===== config.mk =====
export PLATFORM = sky130hd
export DESIGN_NAME = serx_core
export DESIGN_NICKNAME = d
export VERILOG_FILES = /design/src/rtl/serx_pkg.sv /design/src/rtl/serx_sync.sv /design/src/rtl/serx_clk_sel.sv /design/src/rtl/serx_shifter.sv /design/src/rtl/serx_counter.sv /design/src/rtl/serx_core.sv
export SDC_FILE = /design/constraint.sdc
export NUM_CORES = 1
export LEC_CHECK = 0
export BUFFER_PORTS_ARGS = -buffer_cell sky130_fd_sc_hd__buf_2
export CORE_AREA = 8 8 70 72
export DETAILED_ROUTE_END_ITERATION = 7
export DIE_AREA = 0 0 78 80
export HOLD_SLACK_MARGIN = 0.08
export SYNTH_ARGS = -nofsm -noshare
export SYNTH_HDL_FRONTEND = slang
export SYNTH_SLANG_ARGS = --single-unit

===== constraint.sdc =====
create_clock -name clk -period 2.15 [get_ports clk]
set_input_delay 0.215 -clock clk [delete_from_list [all_inputs] [get_ports clk]]
set_output_delay 0.215 -clock clk [all_outputs]
set_load 0.02 [all_outputs]

===== src/rtl/serx_pkg.sv =====
package serx_pkg;
  typedef enum logic [1:0] {
    SRC_NONE    = 2'b00,
    SRC_TIMER   = 2'b01,
    SRC_EXT_POS = 2'b10,
    SRC_EXT_NEG = 2'b11
  } src_e;

  typedef struct packed {
    logic hold_en;
    logic strb;
    src_e src;
  } mode_t;

  localparam int CTL_W        = 6;
  localparam int CTL_STRB_BIT = 2;
  localparam int CTL_SHOT_BIT = 3;
  localparam int CTL_TOG_BIT  = 4;
  localparam int CTL_HOLD_BIT = 5;
endpackage


===== src/rtl/serx_sync.sv =====
module serx_sync #(
  parameter int STAGES = 2
) (
  input  logic clk,
  input  logic rst,
  input  logic pin_i,
  output logic level_o,
  output logic rise_o,
  output logic fall_o
);
  logic [STAGES-1:0] chain_q;
  logic              prev_q;

  genvar g;
  generate
    for (g = 0; g < STAGES; g++) begin : g_stage
      if (g == 0) begin : g_first
        always_ff @(posedge clk) begin
          if (rst) chain_q[0] <= 1'b1;
          else     chain_q[0] <= pin_i;
        end
      end else begin : g_next
        always_ff @(posedge clk) begin
          if (rst) chain_q[g] <= 1'b1;
          else     chain_q[g] <= chain_q[g-1];
        end
      end
    end
  endgenerate

  always_ff @(posedge clk) begin
    if (rst) prev_q <= 1'b1;
    else     prev_q <= chain_q[STAGES-1];
  end

  assign level_o = chain_q[STAGES-1];
  assign rise_o  = chain_q[STAGES-1] & ~prev_q;
  assign fall_o  = ~chain_q[STAGES-1] & prev_q;
endmodule


===== src/rtl/serx_clk_sel.sv =====
module serx_clk_sel
  import serx_pkg::*;
(
  input  mode_t mode_i,
  input  logic  ext_rise_i,
  input  logic  ext_fall_i,
  input  logic  tmr_i,
  input  logic  shot_i,
  input  logic  tog_i,
  output logic  shift_en_o,
  output logic  count_en_o
);
  always_comb begin
    shift_en_o = 1'b0;
    count_en_o = 1'b0;
    unique case (mode_i.src)
      SRC_NONE: begin
        shift_en_o = mode_i.strb & shot_i;
        count_en_o = mode_i.strb & shot_i;
      end
      SRC_TIMER: begin
        shift_en_o = tmr_i;
        count_en_o = tmr_i;
      end
      SRC_EXT_POS: begin
        shift_en_o = ext_rise_i;
        count_en_o = mode_i.strb ? tog_i : (ext_rise_i | ext_fall_i);
      end
      SRC_EXT_NEG: begin
        shift_en_o = ext_fall_i;
        count_en_o = mode_i.strb ? tog_i : (ext_rise_i | ext_fall_i);
      end
      default: begin
        shift_en_o = 1'b0;
        count_en_o = 1'b0;
      end
    endcase
  end
endmodule


===== src/rtl/serx_shifter.sv =====
module serx_shifter #(
  parameter int DATA_W = 8
) (
  input  logic              clk,
  input  logic              rst,
  input  logic              load_i,
  input  logic [DATA_W-1:0] load_data_i,
  input  logic              shift_i,
  input  logic              sdi_i,
  output logic [DATA_W-1:0] data_o,
  output logic              sdo_o
);
  logic [DATA_W-1:0] sr_q;

  always_ff @(posedge clk) begin
    if (rst)          sr_q <= '0;
    else if (load_i)  sr_q <= load_data_i;
    else if (shift_i) sr_q <= {sr_q[DATA_W-2:0], sdi_i};
  end

  assign data_o = sr_q;
  assign sdo_o  = sr_q[DATA_W-1];
endmodule


===== src/rtl/serx_counter.sv =====
module serx_counter #(
  parameter int CNT_W = 4
) (
  input  logic             clk,
  input  logic             rst,
  input  logic             clear_i,
  input  logic             load_i,
  input  logic [CNT_W-1:0] load_val_i,
  input  logic             step_i,
  input  logic             flag_clr_i,
  output logic [CNT_W-1:0] cnt_o,
  output logic             ovf_o
);
  logic [CNT_W-1:0] cnt_q;
  logic             ovf_q;
  logic             wrap;

  assign wrap = step_i & ~clear_i & ~load_i & (&cnt_q);

  always_ff @(posedge clk) begin
    if (rst)          cnt_q <= '0;
    else if (clear_i) cnt_q <= '0;
    else if (load_i)  cnt_q <= load_val_i;
    else if (step_i)  cnt_q <= cnt_q + 1'b1;
  end

  always_ff @(posedge clk) begin
    if (rst)             ovf_q <= 1'b0;
    else if (wrap)       ovf_q <= 1'b1;
    else if (flag_clr_i) ovf_q <= 1'b0;
  end

  assign cnt_o = cnt_q;
  assign ovf_o = ovf_q;
endmodule


===== src/rtl/serx_core.sv =====
module serx_core
  import serx_pkg::*;
#(
  parameter int DATA_W      = 8,
  parameter int CNT_W       = 4,
  parameter int SYNC_STAGES = 2
) (
  input  logic                 clk,
  input  logic                 rst,
  input  logic                 sda_pin_i,
  input  logic                 scl_pin_i,
  input  logic                 tmr_match_i,
  input  logic                 ctl_wr_i,
  input  logic [CTL_W-1:0]     ctl_wdata_i,
  input  logic                 stat_wr_i,
  input  logic [CNT_W+1:0]     stat_wdata_i,
  input  logic                 dat_wr_i,
  input  logic [DATA_W-1:0]    dat_wdata_i,
  output logic                 sdo_o,
  output logic                 scl_hold_o,
  output logic                 ovf_o,
  output logic                 start_o,
  output logic [CNT_W-1:0]     cnt_o,
  output logic [DATA_W-1:0]    dat_o
);
  localparam int OVF_CLR_BIT   = CNT_W;
  localparam int START_CLR_BIT = CNT_W + 1;

  mode_t mode_q;
  logic  start_q;
  logic  sda_s, sda_rise, sda_fall;
  logic  scl_s, scl_rise, scl_fall;
  logic  shot, tog, shift_en, count_en, start_evt;

  serx_sync #(.STAGES(SYNC_STAGES)) u_sync_sda (
    .clk(clk), .rst(rst), .pin_i(sda_pin_i),
    .level_o(sda_s), .rise_o(sda_rise), .fall_o(sda_fall)
  );

  serx_sync #(.STAGES(SYNC_STAGES)) u_sync_scl (
    .clk(clk), .rst(rst), .pin_i(scl_pin_i),
    .level_o(scl_s), .rise_o(scl_rise), .fall_o(scl_fall)
  );

  assign shot      = ctl_wr_i & ctl_wdata_i[CTL_SHOT_BIT];
  assign tog       = ctl_wr_i & ctl_wdata_i[CTL_TOG_BIT];
  assign start_evt = sda_fall & scl_s;

  always_ff @(posedge clk) begin
    if (rst) begin
      mode_q <= '0;
    end else if (ctl_wr_i) begin
      mode_q.src     <= src_e'(ctl_wdata_i[1:0]);
      mode_q.strb    <= ctl_wdata_i[CTL_STRB_BIT];
      mode_q.hold_en <= ctl_wdata_i[CTL_HOLD_BIT];
    end
  end

  always_ff @(posedge clk) begin
    if (rst)                                            start_q <= 1'b0;
    else if (start_evt)                                 start_q <= 1'b1;
    else if (stat_wr_i && stat_wdata_i[START_CLR_BIT]) start_q <= 1'b0;
  end

  serx_clk_sel u_sel (
    .mode_i(mode_q), .ext_rise_i(scl_rise), .ext_fall_i(scl_fall),
    .tmr_i(tmr_match_i), .shot_i(shot), .tog_i(tog),
    .shift_en_o(shift_en), .count_en_o(count_en)
  );

  serx_shifter #(.DATA_W(DATA_W)) u_shift (
    .clk(clk), .rst(rst), .load_i(dat_wr_i), .load_data_i(dat_wdata_i),
    .shift_i(shift_en), .sdi_i(sda_s), .data_o(dat_o), .sdo_o(sdo_o)
  );

  serx_counter #(.CNT_W(CNT_W)) u_cnt (
    .clk(clk), .rst(rst), .clear_i(start_evt),
    .load_i(stat_wr_i), .load_val_i(stat_wdata_i[CNT_W-1:0]),
    .step_i(count_en),
    .flag_clr_i(stat_wr_i & stat_wdata_i[OVF_CLR_BIT]),
    .cnt_o(cnt_o), .ovf_o(ovf_o)
  );

  assign start_o    = start_q;
  assign scl_hold_o = ovf_o & mode_q.hold_en;
endmodule


=== Word level (Yosys, flattened, before mapping) ===
Cells that the tools add are included.

* Bits in writable memories: 0
* ROM bits: 0
* Input port bits: 28
* Output and inout port bits: 16
* Latch bits: 0
* Word-level logic and storage cells: 55
* Memories: 0
* Flip-flop bits (word level): 24

* Muxes and demuxes: 11
* Shift-type cells: 0
* Div/mod/pow operators: 0
* Reduce and logical (&&, ||, !) cells: 9
* Order comparisons: 0
* $mul: 0
* Add/subtract/negate cells: 1
* Bitwise gates (word level): 18
* Equality and inequality tests: 3

{| class="wikitable"
|+ Operators by type and width
! kind !! number
|-
| 8-bit two-way mux || 2
|-
| 1-bit AND || 12
|-
| 4-bit two-way mux || 2
|-
| 2-bit nonzero test || 4
|-
| 1-bit two-way mux || 5
|-
| 1-bit inverter || 5
|-
| 4-bit by 1-bit adder with 4-bit output, second input constant || 1
|-
| 2-bit equality test, second input constant || 2
|-
| 1-bit one-hot mux with 4 select lines || 1
|-
| 4-bit AND reduction || 1
|-
| 2-bit OR reduction || 2
|-
| 1-bit one-hot mux with 3 select lines || 1
|-
| 2-bit by 1-bit equality test with 1-bit output, second input constant || 1
|-
| 2-bit zero test || 1
|-
| 1-bit logical AND || 1
|-
| 1-bit bitwise OR || 1
|}

=== Depth between registers and ports, before layout ===
* Depth after elaboration: 9
* Gate-level depth with buffers: 6
* Depth with buffers taken out: 6

=== Cells and area by module ===
Synthesis repeated with hierarchy kept, for this count alone.

* Cells, all modules: 108
* Area, all modules: 1079.8 µm²

{| class="wikitable"
|+ Modules (own cells, without submodules)
! module !! area each (µm²) !! cells each !! times used !! seq. area each (µm²)
|-
| serx_shifter || 376.6 || 36 || 1 || 160.2
|-
| serx_counter || 236.5 || 28 || 1 || 100.1
|-
| serx_core || 220.2 || 21 || 1 || 100.1
|-
| serx_sync || 92.6 || 8 || 2 || 60.1
|-
| serx_clk_sel || 61.3 || 7 || 1 || 0.0
|}

=== Worst setup path after synthesis ===
No wires, ideal clock.

* Path type: flip-flop to flip-flop
* Start: reg u_sync_scl.chain_q[1] (netlist: u_sync_scl.level_o)
* End: reg u_shift.sr_q[0] (netlist: u_shift.data_o[0])
* Cell stages (with the launch flop): 7
* Setup time: 0.086 ns
* Clock period less this slack: 1.653 ns
* Path buffers: 1
* Arrival: 1.568 ns
* Path slack: 0.497 ns
* Required time: 2.064 ns
* Path through: dfxtp_1 inv_1 ha_1 mux4_2 buf_6 mux2i_1 a211oi_1

* Cells in the longest elaborated chain, start to end: 4
* Elaborated cells on any way between the ends: 5
* Classes of those cells: 1 x mux; 3 x bitwise; 1 x reduce/logical

{| class="wikitable"
|+ RTL lines
! element !! RTL line !! text
|-
| start: declaration || serx_sync.sv:11 || <nowiki>logic [STAGES-1:0] chain_q;</nowiki>
|-
| start signal: indexed assignment || serx_sync.sv:25 || <nowiki>else chain_q[g] <= chain_q[g-1];</nowiki>
|-
| 1-bit inverter || serx_sync.sv:38 || <nowiki>assign fall_o = ~chain_q[STAGES-1] & prev_q;</nowiki>
|-
| 1-bit AND || serx_sync.sv:38 ||
|-
| 1-bit one-hot mux with 4 select lines (*) || serx_clk_sel.sv:16 || <nowiki>unique case (mode_i.src)</nowiki>
|-
| 2-bit nonzero test (no source line) (*) || n/a ||
|-
| end signal: assignment || serx_shifter.sv:17 || <nowiki>else if (load_i) sr_q <= load_data_i;</nowiki>
|-
| end signal: assignment || serx_shifter.sv:18 || <nowiki>else if (shift_i) sr_q <= {sr_q[DATA_W-2:0], sdi_i};</nowiki>
|-
| end: declaration || serx_shifter.sv:13 || <nowiki>logic [DATA_W-1:0] sr_q;</nowiki>
|}

Mark *: on every way between the ends. The rest lies on a longest branch, timed or not.
A chain may end at the register's enable or synchronous reset.

=== Worst setup path in the final report ===
Same ends and word-level chain as after synthesis.

==> results.md <==
Run status:
- The run finished with clean final reports.

Clocking:
- The post-CTS setup-driven buffer insertion count is 0.
- The root buffer cell chosen for the clock tree is sky130_fd_sc_hd__clkbuf_8.
- TritonCTS built the clock tree.
- The clock-pin transition on the worst setup and hold timing paths is 0.08 ns.
- The later-pin clock latency in the skew report is 0.26 ns.
- The quantity of hold-fixing buffers added after cts is 0.
- The number of buffers added by the clock tree synthesis step is 3.
- The number of gates resized after CTS was 0.
- The number of sinks on the clock net is 24.
- The largest buffer count on any clock path is 2.
- CTS built an H-tree with a depth of 1.

Synthesis:
- The post-synthesis cell type count is 33.
- The count of yosys warnings during synthesis is 0.
- The number of nets in the synthesized netlist is 147.
- The share of synthesized flip-flops with an asynchronous set or reset is 0%.
- Summing the sequential cell areas from Yosys gives 43.6% of the chip area.
- The most used flip-flop cell after synthesis is sky130_fd_sc_hd__dfxtp_1.
- In this run the mean area of a mapped cell was 9.50 µm².
- The cell count after synthesis came out at 116.
- The cell area after technology mapping is 0.00110 mm².
- The synthesis-stage register bit count is 24.
- The number of enable-type register cells in the synthesized netlist is 0.

STA:
- The count of final max-slew check failures is 0.
- The clock skew after layout is 0.00505 ns.
- Across all hold checks on the routed design, the worst slack comes to 0.137 ns.
- Setup repair after global routing left no endpoint under its margin.
- For the final routed database, the setup TNS stands at 0 ns.
- After layout, the minimum clock period comes to 1.76 ns.
- The count of endpoints failing hold in the final timing report was 0.
- In this run the tightest slew margin relative to its limit is 71.4%.
- The count of final setup violators is 0.
- For the pin with the worst max-slew slack, the measured transition is 0.430 ns.
- Static timing analysis puts the maximum clock frequency at 568 MHz.
- The post-route clock period utilization is 81.9%.

Setup path:
- The launch instance of the worst register-to-register path is u_sync_scl.level_o.
- The peak per-stage delay on the critical path is 0.66 ns.
- The critical-path cell with the highest stage delay is sky130_fd_sc_hd__mux4_2.
- The critical path launch point is u_sync_scl.level_o.
- The setup slack on the worst flop-to-flop path is 0.39 ns.
- The maximum net fanout on the critical path is 15.
- The critical path endpoint category is a flip-flop.
- The reg-to-reg critical path endpoint is u_shift.data_o[0].
- Walking the worst path, the cells encountered are inv_1 -> ha_1 -> mux4_2 -> mux2i_1 -> a211oi_1.
- For the worst setup path, the data arrival time is 1.94 ns.
- STA classifies the critical path startpoint as a flip-flop.
- The capturing instance or port of the critical path is u_shift.data_o[0].
- The number of buffers and inverters on the critical path is 1.
- STA puts the critical path data required time at 2.33 ns.
- The critical path is of the reg -> reg type.
- The path length in cells of the critical path is 5.
- Broken down by cell family, the worst path's largest delay share belongs to multiplexers.
- The worst register-to-register path has a depth of 5.

Route:
- For this run, design rule violations remaining after detail routing come to 0.
- The via-per-instance ratio is 4.67.
- The count of nets left with antenna violations once routing finished came out at 0.
- After the first detailed-routing iteration, the DRC count stood at 65.
- The average wire per cell in the routed design is 12.3 µm.
- Before antenna repair, the detailed router went through 4 iterations.
- The final layout contains routed wiring with a total length of 2520 µm.
- The via total after detailed routing is 963.

Placement:
- In this run, placement finished with an instance count of 203.
- The detailed placement HPWL is 1980 µm.
- During placement, the flow inserted port buffers numbering 43.
- The routability congestion estimate from global placement is 0.736.

Pwr:
- Total power for the finished layout comes to 0.924 mW.
- The static power due to leakage is 0.625 nW.
- The peak ir drop on the vdd network is 0.412 mV.
- In this run the power density over the cells is 666 mW/mm².

Global routing:
- The initial antenna violation count is 0.
- The all-layer global routing usage is 7.98%.
- The number of global-route vias before repair was 989.
- The maximum number of pins on one net before global-route repair is 22.
- The first global-routing pass estimated 4220 µm of wire.
- Global routing finished with a remaining overflow of 0.

Finish:
- In the final layout, flip-flops and latches occupy 480 µm².
- The multi-input combinational cells in the finished layout cover a total of 568 µm².
- The number of diodes is 0.
- The area added between synthesis and finish is 25.8%.
- The number of filler cells placed in the layout is 419.
- The number of nets in the finished design is 189.
- The fraction of layout instances using a drive strength above 1 is 38.5%.
- For this run, the number of standard cells in the final layout without fillers is 206.
- The final standard cell utilization of the core is 36.0%.

Floorplan:
- The die area is 0.00624 mm².
- The die boundary width is 78 µm.
- The vertical extent of the die is 80 µm.
- The floorplan step defined a core boundary enclosing 0.00386 mm².
- The floorplan has 23 rows.
- Once the floorplan was initialized, standard cells occupied 28.6% of the core.
- 44 I/O pins were placed.

Flow run:
- The max-capacitance violation count is 0.

Hold path:
- The class of the most critical hold timing path is in -> reg.
==> flip-flops by register name, indices dropped and copies added (netlist names) <==
register	count
u_sync_sda.prev_q	1
u_sync_scl.chain_q	1
u_shift.data_o	8
u_sync_scl.prev_q	1
start_o	1
u_sync_sda.chain_q	1
mode_q	4
u_cnt.ovf_o	1
u_sync_sda.level_o	1
u_cnt.cnt_o	4
u_sync_scl.level_o	1
==> worst min path at each step <==
stage | from | end | slack, ns | cells after the start
6_report | scl_pin_i | u_sync_scl.chain_q[0] | 0.14 | 2
5_1_grt | sda_pin_i | u_sync_sda.chain_q[0] | 0.13 | 2
4_1_cts | scl_pin_i | u_sync_scl.chain_q[0] | 0.13 | 2
3_5_place_dp | u_sync_sda.chain_q[0] | u_sync_sda.level_o | 0.39 | 1
3_3_place_gp | u_sync_sda.chain_q[0] | u_sync_sda.level_o | 0.39 | 1
2_1_floorplan | scl_pin_i | u_sync_scl.chain_q[0] | 0.32 | 1
==> placed cells by master (no fill, tap or decap), drive strengths merged <==
cell type  count
a2111oi        7
a211oi         1
a21oi          5
a221oi         1
a22oi          1
a311oi         1
a31o           1
and2           1
and3           3
buf           43
clkbuf         3
clkinv         1
dfxtp         24
ha             3
inv            4
mux2i          6
mux4           1
nand2          4
nand3          2
nand3b         1
nand4          1
nand4b         1
nor2          19
nor2b          1
nor3           8
nor4b          1
o21a           1
o21ai          3
or2            6
xnor2          1
xor2           1
==> final cells by class <==
cell class	count	area share, %
timing repair buffer	43	15.5
multi-input combinational	81	41.0
sequential	24	34.7
clock buffer	3	2.98
tap	50	4.51
inverter	5	1.35
==> cell families (layout without fill, tap and decap cells) <==
kind of cell,after synthesis,count (layout),synth area share [%]
compound gates,21,21,17.6
xor+xnor,2,2,1.59
mux,7,7,7.49
buf+inv,11,51,4.88
simple gates,48,48,21.5
fa+ha+maj,3,3,3.41
flops,24,24,43.6
==> per-layer routing <==
layer  wire [µm]  up-vias  track usage, %  part of all wire [%]
met3         235        2            3.49                   9.3
met4           7        0            1.11                  0.28
met1        1190      429            9.03                    47
met5           0        -               0                     0
li1            -      495               -                     -
met2        1100       37            13.9                    43
==> power by group <==
group,switching [mW],internal (mW)
logic,0.0986,0.0754
clock network,0.129,0.125
registers,0.0234,0.473
==> cell usage after synthesis (2+ instances only) <==
cell | instances | share of area, %
sky130_fd_sc_hd__o21ai_0 | 3 | 1.4
sky130_fd_sc_hd__inv_1 | 4 | 1.4
sky130_fd_sc_hd__nor3_1 | 8 | 3.6
sky130_fd_sc_hd__clkbuf_1 | 3 | 1.0
sky130_fd_sc_hd__nand2_1 | 4 | 1.4
sky130_fd_sc_hd__and3_1 | 3 | 1.7
sky130_fd_sc_hd__a2111oi_2 | 7 | 9.5
sky130_fd_sc_hd__ha_1 | 3 | 3.4
sky130_fd_sc_hd__mux2i_1 | 6 | 5.4
sky130_fd_sc_hd__or2_2 | 6 | 3.4
sky130_fd_sc_hd__nor2_1 | 19 | 6.5
sky130_fd_sc_hd__a21oi_1 | 5 | 2.3
sky130_fd_sc_hd__dfxtp_1 | 24 | 44
sky130_fd_sc_hd__nand3_1 | 2 | 0.91
==> metrics by stage <==
step / setup WS, ns / instance area (µm²)
2_1_floorplan: 0.497 / 1100
3_3_place_gp: 0.414 / 1350
3_5_place_dp: 0.371 / 1350
4_1_cts: 0.356 / 1390
5_1_grt: 0.238 / 1390
6_report: 0.388 / 1390
(Power assumes the default switching activity.)
